### src/rtl/alu_core_pkg.sv
package alu_core_pkg;
  typedef enum logic [2:0] {
    ALU_CLR  = 3'd0,
    ALU_ADD  = 3'd1,
    ALU_ADDC = 3'd2,
    ALU_SUB  = 3'd3,
    ALU_SUBC = 3'd4,
    ALU_CMP  = 3'd5,
    ALU_AND  = 3'd6,
    ALU_ADDR = 3'd7
  } alu_op_e;

  localparam int FLG_W = 4;
  localparam int FLG_Z = 0;
  localparam int FLG_N = 1;
  localparam int FLG_C = 2;
  localparam int FLG_V = 3;
endpackage

### src/rtl/alu_arith.sv
module alu_arith #(
  parameter int W = 32
) (
  input  logic [W-1:0] a,
  input  logic [W-1:0] b,
  input  logic         add_cin,
  input  logic         sub_cin,
  output logic [W-1:0] sum,
  output logic         sum_cout,
  output logic [W-1:0] diff,
  output logic         src_gt_dst
);
  function automatic logic [W:0] add_ext(input logic [W-1:0] x, input logic [W-1:0] y,
                                         input logic c);
    return {1'b0, x} + {1'b0, y} + {{W{1'b0}}, c};
  endfunction

  function automatic logic [W-1:0] sub_bw(input logic [W-1:0] x, input logic [W-1:0] y,
                                          input logic c);
    return x - y - {{(W-1){1'b0}}, c};
  endfunction

  logic [W:0] sum_ext;

  always_comb begin
    sum_ext    = add_ext(a, b, add_cin);
    sum        = sum_ext[W-1:0];
    sum_cout   = sum_ext[W];
    diff       = sub_bw(a, b, sub_cin);
    src_gt_dst = (b > a);
  end
endmodule

### src/rtl/alu_flagcalc.sv
module alu_flagcalc
  import alu_core_pkg::*;
#(
  parameter int W = 32
) (
  input  alu_op_e          op,
  input  logic [W-1:0]     a,
  input  logic [W-1:0]     b,
  input  logic [FLG_W-1:0] flags_in,
  input  logic             flag_en,
  input  logic [W-1:0]     sum,
  input  logic             sum_cout,
  input  logic [W-1:0]     diff,
  input  logic             src_gt_dst,
  output logic [W-1:0]     res,
  output logic             wr,
  output logic [FLG_W-1:0] flags_out,
  output logic             chain_op
);
  localparam int M = W - 1;

  function automatic logic add_ovf(input logic [W-1:0] x, input logic [W-1:0] y,
                                   input logic [W-1:0] r);
    return (x[M] == y[M]) && (r[M] != x[M]);
  endfunction

  function automatic logic sub_ovf(input logic [W-1:0] x, input logic [W-1:0] y,
                                   input logic [W-1:0] r);
    return (x[M] != y[M]) && (r[M] != x[M]);
  endfunction

  logic [FLG_W-1:0] calc;

  always_comb begin
    res      = '0;
    wr       = 1'b1;
    calc     = flags_in;
    chain_op = 1'b0;
    unique case (op)
      ALU_CLR: begin
        res  = '0;
        calc = '0;
        calc[FLG_Z] = 1'b1;
      end
      ALU_ADD: begin
        res = sum;
        calc[FLG_Z] = (sum == '0);
        calc[FLG_N] = sum[M];
        calc[FLG_C] = sum_cout;
        calc[FLG_V] = add_ovf(a, b, sum);
      end
      ALU_ADDC: begin
        res      = sum;
        chain_op = 1'b1;
        calc[FLG_Z] = flags_in[FLG_Z] && (sum == '0);
        calc[FLG_N] = sum[M];
        calc[FLG_C] = (sum < a) || (sum < b);
        calc[FLG_V] = add_ovf(a, b, sum);
      end
      ALU_SUB, ALU_CMP: begin
        res = diff;
        wr  = (op != ALU_CMP);
        calc[FLG_Z] = (diff == '0);
        calc[FLG_N] = diff[M];
        calc[FLG_C] = src_gt_dst;
        calc[FLG_V] = sub_ovf(a, b, diff);
      end
      ALU_SUBC: begin
        res      = diff;
        chain_op = 1'b1;
        calc[FLG_Z] = flags_in[FLG_Z] && (diff == '0);
        calc[FLG_N] = diff[M];
        calc[FLG_C] = src_gt_dst;
        calc[FLG_V] = sub_ovf(a, b, diff);
      end
      ALU_AND: begin
        res = a & b;
        calc[FLG_Z] = ((a & b) == '0);
        calc[FLG_N] = a[M] & b[M];
        calc[FLG_C] = 1'b0;
        calc[FLG_V] = 1'b0;
      end
      default: begin
        res  = sum;
        calc = flags_in;
      end
    endcase
    flags_out = flag_en ? calc : flags_in;
  end
endmodule

### src/rtl/alu_outreg.sv
module alu_outreg
  import alu_core_pkg::*;
#(
  parameter int W = 32
) (
  input  logic             clk,
  input  logic             rst_n,
  input  logic             d_valid,
  input  logic [W-1:0]     d_result,
  input  logic             d_wr,
  input  logic [FLG_W-1:0] d_flags,
  output logic             q_valid,
  output logic [W-1:0]     q_result,
  output logic             q_wr,
  output logic [FLG_W-1:0] q_flags
);
  always_ff @(posedge clk or negedge rst_n) begin
    if (!rst_n) begin
      q_valid  <= 1'b0;
      q_result <= '0;
      q_wr     <= 1'b0;
      q_flags  <= '0;
    end else begin
      q_valid <= d_valid;
      q_wr    <= d_valid & d_wr;
      if (d_valid) begin
        q_result <= d_result;
        q_flags  <= d_flags;
      end
    end
  end
endmodule

### src/rtl/chained_alu.sv
module chained_alu
  import alu_core_pkg::*;
#(
  parameter int W = 32
) (
  input  logic             clk,
  input  logic             rst_n,
  input  logic             in_valid,
  input  logic [2:0]       in_op,
  input  logic [W-1:0]     in_a,
  input  logic [W-1:0]     in_b,
  input  logic [FLG_W-1:0] in_flags,
  input  logic             in_flag_en,
  output logic             out_valid,
  output logic [W-1:0]     out_result,
  output logic             out_wr,
  output logic [FLG_W-1:0] out_flags
);
  alu_op_e          op;
  logic             add_cin;
  logic             sub_cin;
  logic [W-1:0]     sum;
  logic             sum_cout;
  logic [W-1:0]     diff;
  logic             src_gt_dst;
  logic [W-1:0]     nxt_result;
  logic             nxt_wr;
  logic [FLG_W-1:0] nxt_flags;
  logic             chain_op;

  assign op      = alu_op_e'(in_op);
  assign add_cin = (op == ALU_ADDC) & in_flags[FLG_C];
  assign sub_cin = (op == ALU_SUBC) & in_flags[FLG_C];

  alu_arith #(.W(W)) u_arith (
    .a          (in_a),
    .b          (in_b),
    .add_cin    (add_cin),
    .sub_cin    (sub_cin),
    .sum        (sum),
    .sum_cout   (sum_cout),
    .diff       (diff),
    .src_gt_dst (src_gt_dst)
  );

  alu_flagcalc #(.W(W)) u_flags (
    .op         (op),
    .a          (in_a),
    .b          (in_b),
    .flags_in   (in_flags),
    .flag_en    (in_flag_en),
    .sum        (sum),
    .sum_cout   (sum_cout),
    .diff       (diff),
    .src_gt_dst (src_gt_dst),
    .res        (nxt_result),
    .wr         (nxt_wr),
    .flags_out  (nxt_flags),
    .chain_op   (chain_op)
  );

  alu_outreg #(.W(W)) u_out (
    .clk      (clk),
    .rst_n    (rst_n),
    .d_valid  (in_valid),
    .d_result (nxt_result),
    .d_wr     (nxt_wr),
    .d_flags  (nxt_flags),
    .q_valid  (out_valid),
    .q_result (out_result),
    .q_wr     (out_wr),
    .q_flags  (out_flags)
  );
endmodule

### config.mk
export PLATFORM = sky130hd
export DESIGN_NAME = chained_alu
export DESIGN_NICKNAME = d
export VERILOG_FILES = /design/src/rtl/alu_core_pkg.sv /design/src/rtl/alu_arith.sv /design/src/rtl/alu_flagcalc.sv /design/src/rtl/alu_outreg.sv /design/src/rtl/chained_alu.sv
export SDC_FILE = /design/constraint.sdc
export NUM_CORES = 1
export LEC_CHECK = 0
export ABC_AREA = 1
export BUFFER_PORTS_ARGS = -buffer_cell sky130_fd_sc_hd__buf_2
export CORE_MARGIN = 8
export CORE_UTILIZATION = 35
export DETAILED_ROUTE_END_ITERATION = 7
export PLACE_DENSITY = 0.56
export SYNTH_ARGS = -nofsm -noshare
export SYNTH_HDL_FRONTEND = slang
export SYNTH_SLANG_ARGS = --single-unit
### constraint.sdc
create_clock -name clk -period 1.9 [get_ports clk]
set_input_delay 0.38 -clock clk [delete_from_list [all_inputs] [get_ports clk]]
set_output_delay 0.38 -clock clk [all_outputs]
set_load 0.01 [all_outputs]
# == Word level (Yosys, flattened, before mapping) ==
# Cells that the tools add are included.
# op_classes
muxes,4
addsub,4
n_eq_ne,11
bitwise_logic,5
order_cmp,3
n_reduce_logical,11
# op_table
cell,n
32-bit zero test,3
32-bit one-hot mux with 3 select lines,1
32-bit < comparator,2
32-bit by 32-bit adder with 33-bit output,1
33-bit by 1-bit adder with 33-bit output,1
32-bit AND,1
32-bit greater-than comparator,1
32-bit by 1-bit subtractor with 32-bit output,1
32-bit subtractor,1
4-bit one-hot mux with 6 select lines,1
"3-bit == test, second input constant",3
"3-bit by 2-bit == test with 1-bit output, second input constant",2
1-bit AND,4
1-bit logical AND,4
4-bit 2-to-1 mux,1
"3-bit by 1-bit == test with 1-bit output, second input constant",1
3-bit zero test,1
1-bit inequality test,3
"3-bit inequality test, second input constant",1
3-bit OR reduction,1
2-bit OR reduction,1
1-bit == test,1
1-bit logical OR,1
1-bit 2-to-1 mux,1
# word_totals
elab_cells,42
out_inout_bits,38
ff_bits,38

# == Logic depth before layout (Yosys ltp) ==
# depth
word_depth,7
mapped_depth,33
ltp_nobuf,33

# == Hierarchy ==
# From an unflattened synthesis, not the netlist that was laid out.
# unflattened
cells_unflattened,1816
area_unflattened_um2,10665.2
# modules_own_cells
mod,area_each_um2,instances,cells_per_inst
alu_arith,6197.2,1,1164
alu_flagcalc,2965.3,1,487
alu_outreg,1468.9,1,156
chained_alu,33.8,1,9

# == Least setup slack after synthesis ==
# No wires, ideal clock.
# synth_path
path_kind,input -> register
startpoint,in in_op[1]
endpoint,reg u_out.q_flags[2]
setup_time_ns,0.065
required_ns,1.835
arrival_ns,3.493
slack_ns,-1.658
cell_stages,31
cell_sequence,inv_1 nor3_1 inv_1 nor2_1 fa_1 inv_1 fa_1 inv_1 nand2_1 nand2_1 nand3_2 nand2_4 nand2_2 nand2_2 nand3b_1 nand2_1 nand2_1 nand2_1 inv_1 ha_1 nand2_1 nor2_1 nand4_1 a21oi_1 a2111oi_0 nand3_1 nand2_1 nand2_1 nand3_1 nand2_1 nand2_1
# synth_via
elab_chain_len,7
# synth_lines
element,line,source
start: declaration,chained_alu.sv:9,"input logic [2:0] in_op,"
3-bit by 2-bit == test with 1-bit output,"alu_flagcalc.sv:39, chained_alu.sv:32",
1-bit AND,chained_alu.sv:32,assign add_cin = (op == ALU_ADDC) & in_flags[FLG_C];
33-bit by 1-bit adder with 33-bit output,alu_arith.sv:15,"return {1'b0, x} + {1'b0, y} + {{W{1'b0}}, c};"
32-bit < comparator,alu_flagcalc.sv:57,calc[FLG_C] = (sum < a) || (sum < b);
1-bit logical OR,alu_flagcalc.sv:57,
4-bit one-hot mux with 6 select lines (*),alu_flagcalc.sv:39,unique case (op)
4-bit 2-to-1 mux (*),alu_flagcalc.sv:88,flags_out = flag_en ? calc : flags_in;
end signal: assignment,alu_outreg.sv:28,q_flags <= d_flags;
end: declaration,alu_outreg.sv:15,output logic [FLG_W-1:0] q_flags
# Mark *: on every way between the ends. The rest lies on a longest branch, timed or not.
# A chain may end at the register's enable or synchronous reset.

# == Final worst setup path ==
# layout_path
startpoint,in in_op[2]
endpoint,reg u_out.q_flags[2]
# The elaborated chain is that of the path after synthesis.

==> metrics.txt <==
DRT Pass-1 Iters 5; critical register-to-register path endpoint u_out.q_flags[0]; failing checks negative setup slack; footprint of the multi-input gates 9005 um2; number of buffers created by CTS 5; slowest stage delay, CP 0.36 ns; clock slew at reported path FFs 0.06 ns; most frequent cells in the layout 552 x buf_4, 399 x nand2_1, 321 x inv_1; vias in the first global route 13630; TritonCTS clock tree done; share of cells above drive strength 1 41.95%; Syn Area/Cell 5.908 um2; global-route wire length before repair 76630 um; Port Buf Inserts 112; R2R setup slack 1.05 ns; flop and latch count out of synthesis 38; Setup TNS -38.49 ns; die span in x 185.3 um; status complete, but fails checks; Starting Density 35.24%; Synth top area share 21.33%; DR DRC count 0; io pins 113; synth unique cells 44; synth top area cells ha_1 21%, nand2_1 18%, inv_1 13%; period utilization 196.8%; Synth area leader ha_1; HP Class in2async; worst reg2reg path depth 3; Cell Area, Synth 10030 um2; initial antenna violation count 1; number of placement rows 62; Worst VDD drop 0.9818 mV; normalized max-slew margin 45.35%; post-layout util 59.92%; unrepaired setup endpoints after global routing true; r2r startpoint u_out.q_flags[0]; leak pwr 9.485 nW; Seq. cell area 950.9 um2; data required time of the worst path 2.08 ns; Worst Max-Slew Pin Slew 0.8197 ns; Worst Setup End Kind register; crit path launch type primary input; Power Dens Cells 548.9 nW/um2; Design Power 9.364 mW; commonest non-fill, non-tap cell in the layout buf_4; Worst Path Arrival 3.92 ns; # fillers 2826; Non-Filler Instances 2769; TritonCTS Sinks 38; grt ovf 0; Yosys warning count 0; Area Overhead vs Synth 70.05%; Buf/Inv on CP 6; placed cell area 15260 um2; max-cap viol count 0; DRT Wirelength 51100 um; CP max FO 3; hold slack 0.1849 ns; largest net degree at the start of global routing 39; Die ar. 34340 um2; Crit Path Category in2reg; Die Y 185.3 um; Final Hold Fails 0; final-report setup violation count 36; worst skew pair latency 0.28 ns; register area share after synthesis 9.479%; via count 13750; post-synthesis instance total 1698; RePlAce Congestion 1.012; Top cell by count, worst path nand2_4; Root Buffer clkbuf_16; Final Max Slew Viols 0; nets@finish 2648; vias per inst 4.965; DRT iter0 DRCs 1193; design area 17060 um2; drt wl/cell 18.45 um; Peak Freq 0.2674 GHz; DP Worst Slack -2.378 ns; Post-DP HPWL 44490 um; Slowest cell on crit path fa_2; cell family with most CP delay simple AND/OR/NAND/NOR gates; crit path time final 3.740 ns; CTS Buffer Depth 2; Clock Skew 0 ns; Core Area 28470 um2; H-tree depth 2; dpl cells 2723; Tot GR Track Use 29.27%; Setup WS post-layout -1.840 ns; Mapped Nets 1963; Final ANT Viol Nets 0
[report_power, final]
part | total (mW) | leakage, nW | switching (mW) | internal, mW
clock network | 0.952 | 0.0771 | 0.332 | 0.619
logic | 7.37 | 8.97 | 4.03 | 3.33
registers | 1.05 | 0.441 | 0.0900 | 0.956
total | 9.36 | 9.48 | 4.45 | 4.91
[layout make-up]
class | count | area share [%]
antenna | 1 | 0.01467
clock buffer | 6 | 0.7554
clock inverter | 2 | 0.2200
inverter | 357 | 7.921
multi-input combinational | 1284 | 52.78
sequential | 38 | 5.574
tap | 384 | 2.816
timing repair buffer | 697 | 29.92
[how the worst max path moves through the flow]
| stage | from | endpoint | depth (start not counted) |
|---|---|---|---|
| detailed placement | in_op[1] | u_out.q_flags[2] | 32 |
| finish | in_op[2] | u_out.q_flags[2] | 32 |
| floorplan | in_op[1] | u_out.q_flags[2] | 31 |
| global placement | in_op[1] | u_out.q_flags[2] | 32 |
| global route | in_op[1] | u_out.q_flags[2] | 31 |
| CTS | in_op[1] | u_out.q_flags[2] | 32 |
[synthesized netlist by cell type, drive strengths merged]
library cell,n
nand2,515
o21bai,9
o31ai,2
a21o,5
a211oi,2
a2111oi,1
nand3,109
nor2,151
buf,6
a21oi,96
xor2,8
a41oi,1
o21ai,74
fa,19
o22ai,8
xnor2,2
o21a,1
o221ai,5
o211ai,6
dfrtp,38
inv,357
nand4,29
a31oi,4
ha,171
clkbuf,13
nor3,22
nand3b,7
nor4,7
o2111ai,23
a221oi,4
or2,3
[sequential cells by signal, indices dropped and copies added (netlist names)]
name and flops:
u_out.q_wr 1, u_out.q_flags 4, u_out.q_valid 1, u_out.q_result 32
[metal layers]
metal / global-route usage (%) / share of wire [%] / up-vias
met3: 2.883 / 6.8 / 47
met2: 47.27 / 45 / 470
met4: 4.994 / 1.4 / 0
met5: 0 / 0 / -
li1: - / - / 6778
met1: 41.89 / 47 / 6454
[timing repair]
item / in CTS / in global routing
gates resized for setup: 186 / 121
buffers inserted: 20 / 18
hold buffers: 0 / 0
pin swaps: 83 / 77
setup endpoints to repair: 36 / 36
[kinds of logic (layout without fill, tap and decap cells)]
logic type               count (synthesis)  after routing  share of synthesized area (%)
adder cells (fa/ha/maj)                190            190                          25.12
other                                    0              1                              0
AND/OR/NAND/NOR                        843            843                          35.76
AO/OA/AOI/OAI                          241            241                          14.48
XOR/XNOR                                10             10                         0.8731
flip-flops                              38             38                          9.479
buffers and inverters                  376           1062                          14.29
Note: power is estimated with default switching activity, not from simulation.
